### config.mk
export PLATFORM = sky130hd
export DESIGN_NAME = servo_frame_packer
export DESIGN_NICKNAME = d
export VERILOG_FILES = /design/src/rtl/frame_pkg.sv /design/src/rtl/chan_scale.sv /design/src/rtl/frame_datapath.sv /design/src/rtl/frame_ctrl.sv /design/src/rtl/servo_frame_packer.sv
export SDC_FILE = /design/constraint.sdc
export NUM_CORES = 1
export LEC_CHECK = 0
export BUFFER_PORTS_ARGS = -buffer_cell sky130_fd_sc_hd__buf_2
export CORE_MARGIN = 5
export CORE_UTILIZATION = 40
export CTS_CLUSTER_SIZE = 25
export DETAILED_ROUTE_END_ITERATION = 10
export HOLD_SLACK_MARGIN = 0.03
export PLACE_DENSITY = 0.58
export SLEW_MARGIN = 20
export SYNTH_ARGS = -nofsm -noshare
export SYNTH_HDL_FRONTEND = slang
export SYNTH_SLANG_ARGS = --single-unit
### constraint.sdc
create_clock -name clk -period 15.1 [get_ports clk]
set_clock_uncertainty 0.2 [all_clocks]
set_input_delay 1.51 -clock clk [delete_from_list [all_inputs] [get_ports clk]]
set_output_delay 1.51 -clock clk [all_outputs]
set_load 0.03 [all_outputs]
### src/rtl/frame_pkg.sv
package frame_pkg;
  localparam int FRAME_BYTES = 13;
  localparam int IDX_W = $clog2(FRAME_BYTES);
  localparam logic [7:0] HEAD_BYTE = 8'h81;
  localparam logic [1:0] SPACER = 2'b10;

  typedef struct packed {
    logic load;
    logic [IDX_W-1:0] byteIdx;
  } pack_ctrl_t;

  typedef enum logic {ST_IDLE, ST_SEND} send_state_t;
endpackage

### src/rtl/chan_scale.sv
module chan_scale #(
  parameter int RAW_W = 16,
  parameter int RAW_MAX = 2047,
  parameter int OUT_MIN = 86,
  parameter int OUT_MAX = 906,
  parameter int OUT_W = 10
) (
  input  logic [RAW_W-1:0] rawVal,
  output logic [OUT_W-1:0] scaled
);
  localparam int SPAN = OUT_MAX - OUT_MIN;
  localparam int CLAMP_W = $clog2(RAW_MAX + 1);
  localparam int PROD_W = CLAMP_W + $clog2(SPAN + 1);

  logic [CLAMP_W-1:0] clamped;
  logic [PROD_W-1:0] prod;
  logic [PROD_W-1:0] quot;

  always_comb begin
    if (rawVal > RAW_W'(RAW_MAX)) clamped = CLAMP_W'(RAW_MAX);
    else clamped = rawVal[CLAMP_W-1:0];
    prod = PROD_W'(clamped) * PROD_W'(SPAN);
    quot = prod / PROD_W'(RAW_MAX);
    scaled = OUT_W'(quot) + OUT_W'(OUT_MIN);
  end
endmodule

### src/rtl/frame_datapath.sv
module frame_datapath
  import frame_pkg::*;
#(
  parameter int NUM_CH = 8,
  parameter int RAW_W = 16,
  parameter int ID_W = 16,
  parameter int HOP_W = 5,
  parameter int STATE_W = 6,
  parameter logic [STATE_W-1:0] FIRST_HALF_CODE = 6'h02
) (
  input  logic clk,
  input  logic rstN,
  input  pack_ctrl_t ctrl,
  input  logic [NUM_CH*RAW_W-1:0] rawChans,
  input  logic [ID_W-1:0] txId,
  input  logic [HOP_W-1:0] hopIdx,
  input  logic [HOP_W-1:0] hopCode,
  input  logic [STATE_W-1:0] stateCode,
  output logic [7:0] byteOut
);
  localparam int SLOTS = NUM_CH / 2;
  localparam int VAL_W = 10;

  logic upperHalf;
  logic [VAL_W-1:0] slotVal [SLOTS];
  logic [7:0] frameD [0:FRAME_BYTES-1];
  logic [7:0] frameQ [0:FRAME_BYTES-1];

  assign upperHalf = (stateCode != FIRST_HALF_CODE);

  for (genvar k = 0; k < SLOTS; k++) begin : g_slot
    logic [RAW_W-1:0] pick;
    assign pick = upperHalf ? rawChans[(k+SLOTS)*RAW_W +: RAW_W]
                            : rawChans[k*RAW_W +: RAW_W];
    chan_scale #(.RAW_W(RAW_W), .OUT_W(VAL_W)) u_scale (
      .rawVal(pick),
      .scaled(slotVal[k])
    );
  end

  always_comb begin
    frameD[0]  = HEAD_BYTE;
    frameD[1]  = txId[15:8];
    frameD[2]  = txId[7:0];
    frameD[3]  = 8'h00;
    frameD[4]  = 8'h00;
    frameD[5]  = {hopIdx[4:0], SPACER, slotVal[0][9]};
    frameD[6]  = slotVal[0][8:1];
    frameD[7]  = {slotVal[0][0], SPACER, slotVal[1][9:5]};
    frameD[8]  = {slotVal[1][4:0], SPACER, slotVal[2][9]};
    frameD[9]  = slotVal[2][8:1];
    frameD[10] = {slotVal[2][0], SPACER, slotVal[3][9:5]};
    frameD[11] = {slotVal[3][4:0], hopCode[4:2]};
    frameD[12] = {hopCode[1:0], stateCode[5:0]};
  end

  for (genvar b = 0; b < FRAME_BYTES; b++) begin : g_byte
    always_ff @(posedge clk) begin
      if (!rstN) frameQ[b] <= 8'h00;
      else if (ctrl.load) frameQ[b] <= frameD[b];
    end
  end

  always_comb begin
    byteOut = 8'h00;
    for (int b = 0; b < FRAME_BYTES; b++)
      if (ctrl.byteIdx == IDX_W'(b)) byteOut = frameQ[b];
  end
endmodule

### src/rtl/frame_ctrl.sv
module frame_ctrl
  import frame_pkg::*;
(
  input  logic clk,
  input  logic rstN,
  input  logic buildStb,
  input  logic outReady,
  output logic outValid,
  output logic outLast,
  output pack_ctrl_t ctrl
);
  localparam logic [IDX_W-1:0] LAST_IDX = IDX_W'(FRAME_BYTES - 1);

  send_state_t state;
  logic [IDX_W-1:0] idx;

  always_comb begin
    ctrl.load = (state == ST_IDLE) && buildStb;
    ctrl.byteIdx = idx;
    outValid = (state == ST_SEND);
    outLast = (state == ST_SEND) && (idx == LAST_IDX);
  end

  always_ff @(posedge clk) begin
    if (!rstN) begin
      state <= ST_IDLE;
      idx <= '0;
    end else begin
      case (state)
        ST_IDLE: if (buildStb) begin
          state <= ST_SEND;
          idx <= '0;
        end
        ST_SEND: if (outReady) begin
          if (idx == LAST_IDX) begin
            state <= ST_IDLE;
            idx <= '0;
          end else begin
            idx <= idx + 1'b1;
          end
        end
        default: state <= ST_IDLE;
      endcase
    end
  end
endmodule

### src/rtl/servo_frame_packer.sv
module servo_frame_packer
  import frame_pkg::*;
#(
  parameter int NUM_CH = 8,
  parameter int RAW_W = 16,
  parameter int ID_W = 16,
  parameter int HOP_W = 5,
  parameter int STATE_W = 6
) (
  input  logic clk,
  input  logic rstN,
  input  logic buildStb,
  input  logic [NUM_CH*RAW_W-1:0] rawChans,
  input  logic [ID_W-1:0] txId,
  input  logic [HOP_W-1:0] hopIdx,
  input  logic [HOP_W-1:0] hopCode,
  input  logic [STATE_W-1:0] stateCode,
  output logic [7:0] outData,
  output logic outValid,
  input  logic outReady,
  output logic outLast
);
  pack_ctrl_t ctrl;

  frame_ctrl u_ctrl (
    .clk(clk), .rstN(rstN), .buildStb(buildStb), .outReady(outReady),
    .outValid(outValid), .outLast(outLast), .ctrl(ctrl)
  );

  frame_datapath #(
    .NUM_CH(NUM_CH), .RAW_W(RAW_W), .ID_W(ID_W),
    .HOP_W(HOP_W), .STATE_W(STATE_W)
  ) u_data (
    .clk(clk), .rstN(rstN), .ctrl(ctrl), .rawChans(rawChans), .txId(txId),
    .hopIdx(hopIdx), .hopCode(hopCode), .stateCode(stateCode),
    .byteOut(outData)
  );
endmodule

==> impl_summary.md, run 1 <==
Worst setup path
The kind of end point of the critical path is a flop. The highest cell delay on the worst timing path is 530 ps. The critical path class is in -> reg.

The critical-path maximum fanout is 46. STA puts the critical path data required time at 14980 ps. The register-to-register path setup slack is 13040 ps. The critical path contains buffers and inverters numbering 9 combined. The top cell family by delay on the critical path is compound AO/OA/AOI/OAI gates. The largest individual stage delay along the critical path comes from the cell sky130_fd_sc_hd__fa_1. The worst setup path is launched from an input pin.

For the worst setup path, the data arrival time is between 10000 and 15000 ps.

Logic synthesis
The commonest cells after synthesis are sky130_fd_sc_hd__nand2_1, sky130_fd_sc_hd__nor2_1, sky130_fd_sc_hd__inv_1, sky130_fd_sc_hd__ha_1, sky130_fd_sc_hd__a21oi_1. By area, the combinational part of the netlist is dominated by compound AO/OA/AOI/OAI gates. After synthesis, the cell types taking the most area are sky130_fd_sc_hd__ha_1, sky130_fd_sc_hd__edfxtp_1, sky130_fd_sc_hd__fa_1. Synthesis inferred 79 register bits. The number of warnings reported in the yosys synthesis log is 0.

Of the total synthesized cell area, the portion taken by full adders, half adders and majority gates is 18.7%. Yosys mapped the design onto 132 distinct sky130hd cell types. The async set-or-reset flop fraction in the synthesized netlist is 0%. The synthesized-area fraction occupied by ao, oa, aoi and oai cells is roughly 30%. Synthesis handed over a netlist of between 3k and 4k instances. The simple-gate share of the synthesized area is 27.1%.

The net count after synthesis is 3753. The post-synthesis cell type with the largest combined area is sky130_fd_sc_hd__ha_1. In this run the cell area of the synthesized design comes to 24500 µm². The average instance area after synthesis is 7.47 µm². Among all flip-flop cells after synthesis, the most frequent one is sky130_fd_sc_hd__edfxtp_1. The library cell with the highest instance count after synthesis is sky130_fd_sc_hd__nand2_1.

The multiplexer share of the synthesized area is 2.58%. The number of flops mapped to enable cells by yosys is 73. The synthesized netlist devotes 6.90% of its cell area to XOR and XNOR gates. The register area share after synthesis is under 10%. The top cell type's share of synthesized area is 12.0%.

Drt
The overall routed net length is 79400 µm. The routed wirelength normalized by instance count is 17.8 µm. The overall via count from detail_route is 26.5k. The first detailed-routing pass ran for 6 iterations. The detailed router's first-iteration violation count is 1975. In the routed layout, each cell is associated on average with a via count of 5.96.

The number of antenna-violating nets in the routed design is 0. In the routed design, unresolved DRC markers number 0.

Floorplan
The number of placed I/O pins is 174. The number of placement rows is 90. The die area is ~66000 µm². The core region is 60500 µm². From bottom edge to top edge, the die measures 257 µm. The effective utilization at floorplan is 40.5%. The x dimension of the die is 257 µm.

Clock network
The clock net in this run drives a total of 79 sinks. After clock tree synthesis, the clock-pin slew on the worst setup and hold paths is 60 ps. The number of CTS-inserted buffers is 9. The cell sitting at the root of the clock tree is a sky130_fd_sc_hd__clkbuf_16.

The later-pin clock latency in the skew report is 340 ps. The deepest clock path buffer count is 2. The TritonCTS clock tree is yes. The number of H-tree levels is 3.

Run
Across the run, the number of max-cap violations was 0.

STA
Setup violations remaining at the end of the flow were counted as 0. The worst hold slack after final layout is 275 ps. Measured against its own limit, the worst slew margin works out to between 30% and 40%.

The worst path needs approximately 14000 ps of the cycle, external delays included. The worst path meets setup with approximately 740 ps of slack. The count of pins over their slew limit is 0. The maximum frequency from static timing analysis is about 0.07 GHz.

The number of hold violations in the final report came to 0. In the finished design, the share of the clock period the worst path needs comes to 95.1%. At the pin with the least slew margin, the transition time is around 980 ps.

Power
The worst IR drop on VDD is 0.0000778 V. The static leakage power is 12.6 nW. Power spread over the standard cell area amounts to approximately 190 nW/µm².

Finish
In the final layout, the share of cells above drive strength 1 is 21.0%. For this run, the post-layout net count is 4135. The area added between synthesis and finish is 19.4%. The non-filler instance count after layout is 4447. The finished cells cover 29200 µm².

Global routing
The via count of the first global-routing pass is 24.7k. Entering global routing, the biggest net connects 74 pins. The leftover overflow at the end of global routing is 0. The total routing usage reported by global routing is ~22%. The wire length of the first global-routing pass is 127000 µm. The number of antenna violations at the first check in global routing is 8.

Placement
The cell area after placement is 28100 µm². The placed wire-length estimate after detailed placement is 66400 µm. The number of buffers inserted by port buffering is 173.

Prior to clock tree synthesis, the placed netlist has a worst setup slack of -358 ps. At the end of routability-driven placement, the weighted congestion stood at 0.950. The instance count after placement with tap cells included is 4412.

Worst hold path
The min-delay analysis places its worst path in the category reg -> reg.

Outcome
The flow ran to the end, and the final reports show no timing, DRC or antenna violations.
## worst register-to-register path, cell delays in order, from the launching register on
cell and delay, ps:
sky130_fd_sc_hd__dfxtp_1 440, sky130_fd_sc_hd__nor2b_2 70, sky130_fd_sc_hd__nand2_1 90, sky130_fd_sc_hd__clkinv_1 390, sky130_fd_sc_hd__and3_1 370, sky130_fd_sc_hd__mux2i_1 130, sky130_fd_sc_hd__o311ai_1 110
## worst paths after layout
check | startpoint | end | cells after the start
min reg2reg | u_data.frameQ[1][2] | u_data.frameQ[1][2] | 1
min | u_data.frameQ[1][2] | u_data.frameQ[1][2] | 1
max reg2reg | u_ctrl.outValid | u_data.frameQ[1][15] | 6
max | stateCode[3] | u_data.frameQ[1][0] | 53
## report_power, final
part           leakage [nW]  switching, mW  internal (mW)
logic                  11.6           2.98           2.06
clock network         0.170         0.0869          0.162
registers             0.836         0.0140          0.292
## layer usage
metal | track usage (%) | share of wire [%] | vias up
li1 | - | - | 13118
met1 | 32.9 | 48 | 12526
met2 | 37.0 | 45 | 771
met3 | 1.17 | 4.6 | 85
met4 | 4.35 | 1.7 | 0
met5 | 0 | 0 | -
## state kept, by name, indices dropped and copies added, names as in the netlist
register / flops
u_data.frameQ: 74
u_ctrl.idx: 4
u_ctrl.outValid: 1
## metrics by stage
step	util, %	power (mW)	setup TNS (ps)
final	48.3	5.59	0
after global routing	48.3	6.07	-39.3
after CTS	47.1	5.34	0
after detailed placement	46.5	5.06	-1090
after global placement	46.5	5.07	-813
after floorplan	-	3.59	0
## cells by family (layout without fill, tap and decap cells)
family / Yosys count / in the layout
simple gates: 1268 / 1268
compound gates: 1000 / 1000
mux: 61 / 61
fa+ha+maj: 318 / 318
xor+xnor: 188 / 188
other cells: 0 / 4
buf+inv: 360 / 747
flops: 79 / 79
## cell usage in the layout, fill, tap and decap left out, types with 78 or more instances in the layout
master | synthesis | final
sky130_fd_sc_hd__fa_1 | 80 | 80
sky130_fd_sc_hd__nor3_1 | 106 | 100
sky130_fd_sc_hd__ha_1 | 235 | 235
sky130_fd_sc_hd__buf_2 | 27 | 173
sky130_fd_sc_hd__inv_1 | 238 | 238
sky130_fd_sc_hd__a21oi_1 | 193 | 185
sky130_fd_sc_hd__nand3_1 | 137 | 134
sky130_fd_sc_hd__o21ai_0 | 153 | 152
sky130_fd_sc_hd__and3_1 | 78 | 78
sky130_fd_sc_hd__nor2_1 | 253 | 247
sky130_fd_sc_hd__buf_4 | 5 | 316
sky130_fd_sc_hd__nand2_1 | 298 | 295
sky130_fd_sc_hd__xnor2_1 | 120 | 112
## cell type report
| cell class | instances | area [µm²] |
|---|---|---|
| Antenna cell | 4 | 10.0 |
| Multi-Input combinational cell | 2835 | 21400 |
| Fill cell | 6093 | 31200 |
| Tap cell | 782 | 978 |
| Clock buffer | 9 | 225 |
| Inverter | 240 | 901 |
| Sequential cell | 79 | 2310 |
| Timing Repair Buffer | 491 | 3280 |
| Clock inverter | 7 | 121 |
## repair_timing
| item | 4_1_cts | 5_1_grt |
|---|---|---|
| buffers inserted | 0 | 15 |
| pin swaps | 0 | 17 |
| resized for setup | 1 | 119 |
| hold buffers | 0 | 0 |
| endpoints found under the setup margin | 1 | 33 |
Power figures use the tool's default switching activity.
==> run 2: changes to the inputs <==
--- a/config.mk
+++ b/config.mk
@@ -6,6 +6,7 @@
 export NUM_CORES = 1
 export LEC_CHECK = 0
 export BUFFER_PORTS_ARGS = -buffer_cell sky130_fd_sc_hd__buf_2
+export CORE_ASPECT_RATIO = 0.8
 export CORE_MARGIN = 5
 export CORE_UTILIZATION = 40
 export CTS_CLUSTER_SIZE = 25
@@ -15,4 +16,5 @@
 export SLEW_MARGIN = 20
 export SYNTH_ARGS = -nofsm -noshare
 export SYNTH_HDL_FRONTEND = slang
+export SYNTH_HIERARCHICAL = 1
 export SYNTH_SLANG_ARGS = --single-unit
==> impl_summary.md, run 2 <==
Drt
The routed wirelength normalized by instance count is 17.9 µm (was 17.8 µm). The detailed router's first-iteration violation count was 2616 (was 1975). The post-detailed-route DRC marker count is 0 (unchanged). The via density per instance is 5.81 (was 5.96). The number of antenna-violating nets in the routed design is 0 (unchanged).

The overall routed net length is 97400 µm (was 79400 µm). The overall via count from detail_route came to 31.7k (was 26.5k). The total iterations of the first detailed-routing run was 7 (was 6).

Clock network
The clock net sink count is 79 (unchanged). The clock root buffer master is sky130_fd_sc_hd__clkbuf_16 (unchanged). The count of hold buffers inserted by post-cts repair is 0 (unchanged). The later-pin clock latency in the skew report is 340 ps (about the same). The CTS clock-pin slew for the worst setup and hold paths is 60 ps (about the same).

The number of CTS-inserted buffers was 9 (unchanged). The number of H-tree levels came to 3 (unchanged). The TritonCTS clock tree is yes (unchanged).

The deepest clock path buffer count is 2 (unchanged).

Logic synthesis
The area share of fa/ha/maj cells after synthesis is 16.0% (was 18.7%). Post-synth top cells: sky130_fd_sc_hd__nand2_1, sky130_fd_sc_hd__ha_1, sky130_fd_sc_hd__nor2_1, sky130_fd_sc_hd__a21oi_1, sky130_fd_sc_hd__inv_1 (was sky130_fd_sc_hd__nand2_1, sky130_fd_sc_hd__nor2_1, sky130_fd_sc_hd__inv_1, sky130_fd_sc_hd__ha_1, sky130_fd_sc_hd__a21oi_1). The average instance area after synthesis is 7.90 µm² (was 7.47 µm²). The async set-or-reset flop fraction in the synthesized netlist is 0% (unchanged).

The number of flops mapped to enable cells by yosys is 73 (unchanged). The flop and latch count out of synthesis is 79 (unchanged). The post-synthesis cell type with the largest combined area is sky130_fd_sc_hd__ha_1 (unchanged).

The total standard cell area after synthesis came to 27400 µm² (was 24500 µm²). Top cells by area, synth: sky130_fd_sc_hd__ha_1, sky130_fd_sc_hd__edfxtp_1, sky130_fd_sc_hd__fa_1 (unchanged). The library cell with the highest instance count after synthesis is sky130_fd_sc_hd__nand2_1 (unchanged). The multiplexer share of the synthesized area is 5.85% (was 2.58%). The simple-gate share of the synthesized area came to 28.6% (was 27.1%). The unique cell type count in the Yosys netlist is 133 (was 132). The number of warnings reported in the yosys synthesis log is 6 (was 0).

The top cell type's share of synthesized area is 10.3% (was 12.0%). The gate count of the mapped netlist was 3465 (was 3274). The post-synthesis share of cell area spent on xor and xnor gates was 5.08% (was 6.90%).

The most used flip-flop cell after synthesis was sky130_fd_sc_hd__edfxtp_1 (unchanged). The net count after synthesis is 3931 (was 3753). The register area share after synthesis is 8.45% (was 9.45%).

The synthesized-area fraction occupied by ao, oa, aoi and oai cells was 30.4% (was 29.6%). The dominant combinational cell family by area after synthesis was compound AO/OA/AOI/OAI gates (unchanged).

Worst setup path
The critical-path maximum fanout is 6 (was 46). The cell type of the slowest stage on the worst timing path is sky130_fd_sc_hd__a211oi_1 (was sky130_fd_sc_hd__fa_1). The worst path arrival time is 14890 ps (was 14230 ps). The kind of end point of the critical path is a flop (unchanged). The critical path class is in -> reg (unchanged). The most repeated library cell on the critical path is sky130_fd_sc_hd__or4_4.

The type of element launching the critical path is an input pin (unchanged). The highest cell delay on the worst timing path is 590 ps (was 530 ps). The data required time at the worst endpoint is 15000 ps (was 14980 ps).

Global routing
The maximum number of pins on one net before global-route repair is 84 (was 74). The leftover overflow at the end of global routing is 0 (unchanged). The total routing usage reported by global routing is 24.3% (was 22.5%). The wire length of the first global-routing pass is 152000 µm (was 127000 µm). The number of antenna violations at the first check in global routing is 3 (was 8). The via count of the first global-routing pass is 29.2k (was 24.7k).

STA
The maximum frequency from static timing analysis is 0.0667 GHz (was 0.0697 GHz). Setup repair after global routing could not meet its margin everywhere. The post-layout minimum cycle time is 14990 ps (was 14360 ps). The setup violation total in the final timing report is 0 (unchanged). The remaining max-slew budget at the tightest pin came to 32.8% (was 34.6%). The number of hold violations in the final report came to 0 (unchanged). The actual transition at the worst max-transition pin is 1010 ps (was 982 ps).

The final clock period utilization by the worst path is 99.3% (was 95.1%). The count of pins over their slew limit is 0 (unchanged).

Floorplan
The number of placed I/O pins is 174 (unchanged). The x dimension of the die is 302 µm (was 257 µm). The die area is 73800 µm² (was 66200 µm²). The y dimension of the die is 244 µm (was 257 µm). The effective utilization at floorplan is 40.5% (about the same). The number of placement rows is 85 (was 90). The area of the core is 67500 µm² (was 60500 µm²).

Placement
The number of buffers inserted by port buffering was 173 (unchanged). The placed wire-length estimate after detailed placement is 80500 µm (was 66400 µm). The final weighted congestion in routability-driven placement is 0.943 (was 0.950).

Finish
The commonest non-fill, non-tap cell in the layout was sky130_fd_sc_hd__buf_4 (unchanged). The number of flip-flops under the largest register name came to 74 (unchanged). The post-route core utilization is 56.7% (was 48.3%).

Commonest cells after routing, fill and taps aside: sky130_fd_sc_hd__buf_4, sky130_fd_sc_hd__nand2_1, sky130_fd_sc_hd__ha_1 (was sky130_fd_sc_hd__buf_4, sky130_fd_sc_hd__nand2_1, sky130_fd_sc_hd__nor2_1). The share of cells above drive strength 1 is 39.9% (was 21.0%). The register with the most flip-flops is u_data/frameQ (was u_data.frameQ). The number of inserted filler cells in the final layout is 6332 (was 6093). The number of nets in the final layout came to 5005 (was 4135). The area added between synthesis and finish came to 40.0% (was 19.4%).

Power
The static leakage power is 16.9 nW (was 12.6 nW). The power per cell area is 195 nW/µm² (was 191 nW/µm²). The worst IR drop on VDD came to 0.0000874 V (was 0.0000778 V). The post-route total power came to 7.45 mW (was 5.59 mW).

Run
The count of max-cap constraint violations was 0 (unchanged).

Worst hold path
The worst hold-check path type is reg -> reg (unchanged).

Outcome
Outcome: complete, no violations (unchanged).
[run 2: cell count changes in the layout (fill, tap and decap cells not counted), moves of 26 or more]
cell                      before   now
sky130_fd_sc_hd__buf_4       316  1027
sky130_fd_sc_hd__mux2_4        0    62
sky130_fd_sc_hd__and3_1       78   124
sky130_fd_sc_hd__inv_1       238   159
sky130_fd_sc_hd__ha_1        235   209
sky130_fd_sc_hd__nor2_1      247   197
sky130_fd_sc_hd__nand2_1     295   247
sky130_fd_sc_hd__a21oi_1     185   149
sky130_fd_sc_hd__or3_1        44    74
[run 2: worst max-delay path: cells and delay by family]
kind	cells	cell delay, ps
and+or+nand+nor	21	6190
AOI/OAI and AO/OA	14	2840
adders and majority gates	8	2560
buffers and inverters	10	1160
muxes	1	310
xor gates and xnor gates	2	290
[run 2: worst paths after layout]
kind | from | to | slack (ps) | cells after the start
worst max-delay path | stateCode[3] | u_data/frameQ[1][18] | 110 | 56
worst min register to register | u_data/frameQ[1][2] | u_data/frameQ[1][2] | 280 | 1
worst min-delay path | u_data/frameQ[1][2] | u_data/frameQ[1][2] | 280 | 1
worst max register to register | u_ctrl/outValid | u_data/frameQ[0][22] | 12320 | 3
[run 2: logic make-up after synthesis]
| group | after synthesis |
|---|---|
| buf+inv | 316 |
| flops | 79 |
| mux | 127 |
| xor+xnor | 147 |
| simple gates | 1400 |
| compound gates | 1092 |
| fa+ha+maj | 304 |
[run 2: metrics by stage]
step / hold WS, ps / cells / setup TNS [ps] / setup slack [ps] / instance area [µm²]
final: 276 / 5456 / 0 / 110 / 38300
after global routing: 296 / 5455 / -2020 / -268 / 38300
after CTS: 268 / 5402 / 0 / 29.1 / 36500
after detailed placement: 254 / 5383 / -4550 / -490 / 36100
after global placement: 243 / 5383 / -2180 / -339 / 36100
after floorplan: 237 / 3465 / 0 / 13.4 / 27600
[run 2: report_power, final]
group	internal (mW)	switching, mW	total [mW]	leakage, nW
clock network	0.126	0.0841	0.210	0.138
registers	0.289	0.0176	0.306	0.836
logic	3.27	3.67	6.94	16.0
[run 2: per-layer routing]
| layer | vias up | global-route usage (%) | share of wire [%] |
|---|---|---|---|
| met3 | 73 | 3.09 | 6.0 |
| met5 | - | 0 | 0 |
| li1 | 15624 | - | - |
| met2 | 926 | 35.9 | 42 |
| met1 | 15086 | 38.2 | 51 |
| met4 | 0 | 3.33 | 1.2 |
[run 2: repair_timing]
action,CTS,global route
endpoints found under the setup margin,4,39
gates cloned,0,4
pin swaps,6,90
resized for setup,8,285
buffers inserted,5,49
[run 2: cell type report]
class / instances / area [µm²] / share of cell area, %
inverters: 162 / 611 / 1.59
clock buffers: 10 / 229 / 0.598
clock inverters: 4 / 48.8 / 0.127
flip-flops and latches: 79 / 2310 / 6.04
diodes: 1 / 2.50 / 0.00653
repair buffers: 1215 / 8840 / 23.1
multi-input cells: 3072 / 25100 / 65.6
well taps: 913 / 1140 / 2.98
